<file path="config.mk">
export PLATFORM = sky130hd
export DESIGN_NAME = opnd_bypass_top
export DESIGN_NICKNAME = d
export VERILOG_FILES = /design/src/rtl/opnd_bypass_pkg.sv /design/src/rtl/opnd_hit_cmp.sv /design/src/rtl/opnd_prio_pick.sv /design/src/rtl/opnd_select.sv /design/src/rtl/opnd_bypass_top.sv
export SDC_FILE = /design/constraint.sdc
export NUM_CORES = 1
export LEC_CHECK = 0
export BUFFER_PORTS_ARGS = -buffer_cell sky130_fd_sc_hd__buf_2
export CORE_AREA = 2 2 162 164
export DETAILED_ROUTE_END_ITERATION = 16
export DIE_AREA = 0 0 164 166
export GPL_TIMING_DRIVEN = 0
export MAX_ROUTING_LAYER = met4
export PLACE_DENSITY = 0.42
export REMOVE_ABC_BUFFERS = 1
export SKIP_LAST_GASP = 1
export SYNTH_ARGS = -nofsm -noshare
export SYNTH_HDL_FRONTEND = slang
export SYNTH_HIERARCHICAL = 1
export SYNTH_SLANG_ARGS = --single-unit
</file>
<file path="constraint.sdc">
create_clock -name vclk -period 3.4
set_input_delay 0.34 -clock vclk [all_inputs]
set_output_delay 0.34 -clock vclk [all_outputs]
set_load 0.01 [all_outputs]
</file>
<file path="src/rtl/opnd_bypass_pkg.sv">
// Package: shared encodings for the operand bypass selector.
// Assumes stage slot 0 is the youngest producer (execute) and slot 1 the memory stage.
package opnd_bypass_pkg;

    typedef enum logic [1:0] {
        SRC_RF   = 2'b00,
        SRC_EX   = 2'b01,
        SRC_MEM  = 2'b10,
        SRC_ZERO = 2'b11
    } opnd_src_e;

    localparam int STG_EX    = 0;
    localparam int STG_MEM   = 1;
    localparam int NUM_STG   = 2;
    localparam int NUM_OPND  = 2;

endpackage

</file>
<file path="src/rtl/opnd_hit_cmp.sv">
// Module: compares one source index against every producer stage's destination.
// Assumes stg_live already combines valid and write-enable; index 0 never hits.
module opnd_hit_cmp #(
    parameter int IDX_W = 5,
    parameter int NSTG  = 2
) (
    input  logic [IDX_W-1:0]      src_idx,
    input  logic [NSTG-1:0]       stg_live,
    input  logic [NSTG*IDX_W-1:0] stg_dst,
    output logic [NSTG-1:0]       hit
);

    logic src_nonzero;

    // Purpose: register 0 is hardwired, so it is excluded from every compare.
    always_comb src_nonzero = (src_idx != '0);

    for (genvar g = 0; g < NSTG; g++) begin : g_cmp
        // Purpose: one live-and-equal compare per producer stage.
        always_comb hit[g] = stg_live[g] && src_nonzero &&
                             (stg_dst[g*IDX_W +: IDX_W] == src_idx);
    end

endmodule

</file>
<file path="src/rtl/opnd_prio_pick.sv">
// Module: fixed-priority picker; the lowest-numbered (youngest) hitting stage wins.
// Assumes stages are ordered youngest first.
module opnd_prio_pick #(
    parameter int NSTG  = 2,
    parameter int SEL_W = (NSTG > 1) ? $clog2(NSTG) : 1
) (
    input  logic [NSTG-1:0]  hit,
    output logic             any_hit,
    output logic [SEL_W-1:0] win
);

    // Purpose: scan from oldest to youngest so the youngest hit is written last.
    always_comb begin
        any_hit = 1'b0;
        win     = '0;
        for (int i = NSTG - 1; i >= 0; i--) begin
            if (hit[i]) begin
                any_hit = 1'b1;
                win     = SEL_W'(i);
            end
        end
    end

endmodule

</file>
<file path="src/rtl/opnd_select.sv">
// Module: builds one operand from register-file data or a forwarded stage result.
// Assumes the stage arrays are packed youngest first; purely combinational.
module opnd_select #(
    parameter int XLEN  = 64,
    parameter int IDX_W = 5,
    parameter int NSTG  = 2,
    parameter int SEL_W = (NSTG > 1) ? $clog2(NSTG) : 1
) (
    input  logic [IDX_W-1:0]      src_idx,
    input  logic [XLEN-1:0]       rf_data,
    input  logic [NSTG-1:0]       stg_live,
    input  logic [NSTG*IDX_W-1:0] stg_dst,
    input  logic [NSTG*XLEN-1:0]  stg_data,
    output logic [XLEN-1:0]       op_data,
    output logic                  is_zero,
    output logic                  fwd_any,
    output logic [SEL_W-1:0]      fwd_stage
);

    logic [NSTG-1:0] hit;

    opnd_hit_cmp #(.IDX_W(IDX_W), .NSTG(NSTG)) u_cmp (
        .src_idx  (src_idx),
        .stg_live (stg_live),
        .stg_dst  (stg_dst),
        .hit      (hit)
    );

    opnd_prio_pick #(.NSTG(NSTG), .SEL_W(SEL_W)) u_pick (
        .hit     (hit),
        .any_hit (fwd_any),
        .win     (fwd_stage)
    );

    // Purpose: flag the hardwired zero register.
    always_comb is_zero = (src_idx == '0);

    // Purpose: final data mux, zero first, then forwarded value, then register file.
    always_comb begin
        if (is_zero) begin
            op_data = '0;
        end else if (fwd_any) begin
            op_data = stg_data[fwd_stage*XLEN +: XLEN];
        end else begin
            op_data = rf_data;
        end
    end

endmodule

</file>
<file path="src/rtl/opnd_bypass_top.sv">
// Module: decode-stage bypass for two operands fed by execute and memory stages.
// Assumes execute is younger than memory; no clock, no storage on the operand path.
module opnd_bypass_top
    import opnd_bypass_pkg::*;
#(
    parameter int XLEN  = 64,
    parameter int IDX_W = 5
) (
    input  logic [IDX_W-1:0] src_a_idx,
    input  logic [IDX_W-1:0] src_b_idx,
    input  logic [XLEN-1:0]  rf_a_data,
    input  logic [XLEN-1:0]  rf_b_data,
    input  logic             ex_valid,
    input  logic             ex_wen,
    input  logic [IDX_W-1:0] ex_dst,
    input  logic [XLEN-1:0]  ex_value,
    input  logic             mem_valid,
    input  logic             mem_wen,
    input  logic [IDX_W-1:0] mem_dst,
    input  logic [XLEN-1:0]  mem_value,
    output logic [XLEN-1:0]  opnd_a,
    output logic [XLEN-1:0]  opnd_b,
    output logic [1:0]       opnd_a_src,
    output logic [1:0]       opnd_b_src
);

    localparam int SEL_W = (NUM_STG > 1) ? $clog2(NUM_STG) : 1;

    logic [NUM_STG-1:0]       stg_live;
    logic [NUM_STG*IDX_W-1:0] stg_dst;
    logic [NUM_STG*XLEN-1:0]  stg_data;

    logic [IDX_W-1:0] src_idx  [NUM_OPND];
    logic [XLEN-1:0]  rf_data  [NUM_OPND];
    logic [XLEN-1:0]  op_data  [NUM_OPND];
    logic             is_zero  [NUM_OPND];
    logic             fwd_any  [NUM_OPND];
    logic [SEL_W-1:0] fwd_stg  [NUM_OPND];
    opnd_src_e        src_code [NUM_OPND];

    // Purpose: a stage is a producer only when valid and writing.
    always_comb begin
        stg_live[STG_EX]  = ex_valid  & ex_wen;
        stg_live[STG_MEM] = mem_valid & mem_wen;
    end

    // Purpose: pack the producer stages, youngest in slot 0.
    always_comb begin
        stg_dst [STG_EX*IDX_W  +: IDX_W] = ex_dst;
        stg_dst [STG_MEM*IDX_W +: IDX_W] = mem_dst;
        stg_data[STG_EX*XLEN   +: XLEN]  = ex_value;
        stg_data[STG_MEM*XLEN  +: XLEN]  = mem_value;
    end

    // Purpose: gather the per-operand inputs into arrays.
    always_comb begin
        src_idx[0] = src_a_idx;
        src_idx[1] = src_b_idx;
        rf_data[0] = rf_a_data;
        rf_data[1] = rf_b_data;
    end

    for (genvar o = 0; o < NUM_OPND; o++) begin : g_opnd
        opnd_select #(
            .XLEN  (XLEN),
            .IDX_W (IDX_W),
            .NSTG  (NUM_STG),
            .SEL_W (SEL_W)
        ) u_sel (
            .src_idx   (src_idx[o]),
            .rf_data   (rf_data[o]),
            .stg_live  (stg_live),
            .stg_dst   (stg_dst),
            .stg_data  (stg_data),
            .op_data   (op_data[o]),
            .is_zero   (is_zero[o]),
            .fwd_any   (fwd_any[o]),
            .fwd_stage (fwd_stg[o])
        );

        // Purpose: turn the picker result into the external origin code.
        always_comb begin
            if (is_zero[o]) begin
                src_code[o] = SRC_ZERO;
            end else if (fwd_any[o]) begin
                src_code[o] = (int'(fwd_stg[o]) == STG_EX) ? SRC_EX : SRC_MEM;
            end else begin
                src_code[o] = SRC_RF;
            end
        end
    end

    // Purpose: drive the output ports.
    always_comb begin
        opnd_a     = op_data[0];
        opnd_b     = op_data[1];
        opnd_a_src = src_code[0];
        opnd_b_src = src_code[1];
    end

endmodule

</file>
# Word level (Yosys, flattened, before mapping)
# Index checks and enable logic that the tools add are counted.
[classes] n_eq_ne=4 shift=2 muxes=16 bitwise_logic=2 n_reduce_logical=12
[ops] cell="64-bit two-way mux" n=4
[ops] cell="128-bit by 8-bit variable part select with 64-bit output" n=2
[ops] cell="5-bit equality test" n=4
[ops] cell="2-bit two-way mux" n=6
[ops] cell="5-bit zero test" n=2
[ops] cell="5-bit nonzero test" n=2
[ops] cell="1-bit logical AND" n=8
[ops] cell="1-bit two-way mux" n=6
[ops] cell="1-bit bitwise AND" n=2
[totals] reg_bits=0 inputBits=280 output_inout_bits=132 word_cells=36

# Longest topological paths before layout
[depth] word_depth=8 ltp_mapped=8 mapped_depth_nobuf=6

# By module
# The synthesis kept the hierarchy.
[by_module_without_submodules] module="opnd_select" n_inst=2 cells_per_inst=222 area_per_inst_um2=1789.2 seq_area_each_um2=0.0
[by_module_without_submodules] module="opnd_hit_cmp" n_inst=2 cells_per_inst=16 area_per_inst_um2=123.9 seq_area_each_um2=0.0
[by_module_without_submodules] module="opnd_bypass_top" n_inst=1 cells_per_inst=8 area_per_inst_um2=52.6 seq_area_each_um2=0.0
[by_module_without_submodules] module="opnd_prio_pick" n_inst=2 cells_per_inst=2 area_per_inst_um2=15.0 seq_area_each_um2=0.0

# Worst setup path before layout
# OpenSTA, ideal clock, no wires.
[synth_timing] path_type="in2out" start="in src_a_idx[1]" end="out opnd_a[24]" arrival_time_ns=2.201 required_time_ns=3.060 setup_slack_ns=0.859 stages=8 path_buffers=2 path_cell_list="or4_1 > nor2_1 > nor4_1 > and2b_2 > buf_2 > buf_2 > mux2i_1 > a211oi_1"
[synth_rtl] element="start, declared" line="opnd_bypass_top.sv:9" rtl="input logic [IDX_W-1:0] src_a_idx,"
[synth_rtl] element="end, declared" line="opnd_bypass_top.sv:21" rtl="output logic [XLEN-1:0] opnd_a,"

==> metrics.txt <==
maximum clock rate around 300 MHz; fin. max-slew vios 0; share of post-route cells with drive strength above 1 0.604; status completed; Worst Hold Class in2out; number of global-route vias before repair 4940; Ys Warns 6; PortBufs 412; row count between 50 and 60; Core ar. 25600 um2; Synth area leaders mux2i_1 (33%), a211oi_2 (26%), nor2_1 (12%), a211oi_1 (9.2%), buf_12 (5.1%); share of the synthesized area in the top cell type 0.328; Leak Pwr between 2 and 3 nW; Sequential Area 0 um2; CLK BUF 0; Setup Viol. Count Final 0; routed vias/inst 4.40; Critical Path Fanout Max 35; Hold Vio Cnt, Final 0; final worst setup slack 0.0844 ns; num sequential 0; Filler cells 2943; worst slack at placement -0.157 ns; peak supply drop 44.0 uV; Die Area 27200 um2; period utilization 0.975; syn avg cell area 8.01 um2; Seq/Total Area, Yosys 0; RSZ-0062 raised after global routing true; CP Capture Type primary output; Die Wd 164 um; Setup CP Type in2out; Post-route DRC 0; data arrival time at the worst-slack endpoint 2.98 ns; Pwr Density 107 nW/um2; max cap viols 0; Syn Inst Count 488; grt ovf 0; worst endpoint required time 3.06 ns; per-cell routed wire length 16.8 um; Total GRT Usage 0.136; dpl hpwl 15800 um; first-pass GRT wire length 28600 um; Final #Nets 1138; placed cell area 6180 um2; Routed Antenna Nets 0; drt total wl 20000 um; largest net degree at the start of global routing 74; drt initial violations between 150 and 200; post-synth top area cell mux2i_1; Initial Util 0.153; vias post-DR 5245; Worst Tran Pin Value 0.959 ns; Max-slew headroom 0.361; Top-Level Pins 412; Die H 166 um; synth unique cells 21; fin area 6240 um2; final core occ 0.244; minimum clock period 3.32 ns; startpoint types primary input; GP Congestion 0.766; Layout area overhead 59.7%; initial antenna violation count 2; synthesized cell area 3910 um2; DR pass1 iterations 4; n_diodes 0
-- cells in the final DEF (no fill, tap or decap), drive strengths merged --
master  count
buf       422
xor2        8
or4         4
and2b       3
nor4        4
nor2      132
inv         2
a211oi    128
mux2i     128
and2        2
or2         3
nand4       4
a21o        4
xnor2      12
-- worst max-delay path, cell delays in order --
cell	delay [ns]
buf_2	0.14
or4_1	0.51
nor2_1	0.14
nor4_1	0.09
and2b_4	0.71
buf_16	0.32
mux2i_1	0.12
a211oi_1	0.32
buf_2	0.20
-- cell families (layout without fill, tap and decap cells) --
| group | after synthesis | after routing | synth area share |
|---|---|---|---|
| buffers and inverters | 58 | 424 | 0.107 |
| AND/OR/NAND/NOR | 150 | 152 | 0.164 |
| AO/OA/AOI/OAI | 132 | 132 | 0.357 |
| multiplexers | 128 | 128 | 0.328 |
| XOR/XNOR | 20 | 20 | 0.0448 |
-- cell type report --
type	instances	area [um2]	share of cell area
Multi-Input combinational cell	432	3550	0.568
Tap cell	335	419	0.0672
Timing Repair Buffer	422	2270	0.363
Inverter	2	7.51	0.00120
-- report_power, final --
part / internal [W] / switching [W] / total (W)
sequential: 0 / 0 / 0
combinational: 0.000325 / 0.000342 / 0.000667
clock: 0 / 0 / 0
total: 0.000325 / 0.000342 / 0.000667
-- worst paths after layout --
path                endpoint  slack [ns]  depth (start not counted)     startpoint
setup / recovery  opnd_a[62]        0.08                          9   src_a_idx[1]
hold / removal    opnd_b[25]        1.03                          4  rf_b_data[25]
-- through the flow --
| step | hold slack (ns) | setup TNS (ns) | std cells | total power (W) |
|---|---|---|---|---|
| global placement | 1.03 | -335.62 | 1179 | 0.000659 |
| finish | 1.03 | 0 | 1191 | 0.000667 |
| CTS | 1.03 | 0 | 1191 | 0.000673 |
| global route | 1.05 | -0.101 | 1191 | 0.000729 |
| floorplan | 0.823 | -121.01 | 432 | 0.000313 |
| detailed placement | 1.03 | -0.157 | 1187 | 0.000665 |
-- Yosys cell counts --
library cell / n
a211oi_1: 48
a211oi_2: 80
a21o_1: 2
a21o_2: 2
and2_1: 2
and2b_2: 2
buf_12: 10
buf_2: 18
buf_6: 2
clkbuf_1: 26
inv_1: 2
mux2i_1: 128
nand4_1: 4
nor2_1: 130
nor2_4: 2
nor4_1: 4
or2_1: 2
or4_1: 2
or4_4: 2
xnor2_1: 12
xor2_1: 8
-- layer usage --
metal,wire length (um),GRT usage,vias up,part of all wire
met4,223,0.0122,0,0.011
met1,8010,0.162,2376,0.40
met2,10300,0.252,278,0.52
met5,0,-,-,0
met3,1450,0.0142,10,0.073
li1,-,-,2581,-
-- what timing repair did --
item,CTS,global route
hold buffers,0,0
gates resized for setup,4,2
pin swaps,1,0
gates cloned,2,0
endpoints found under the setup margin,1,23
buffers inserted,2,0
Note: power is estimated with default switching activity, not from simulation.
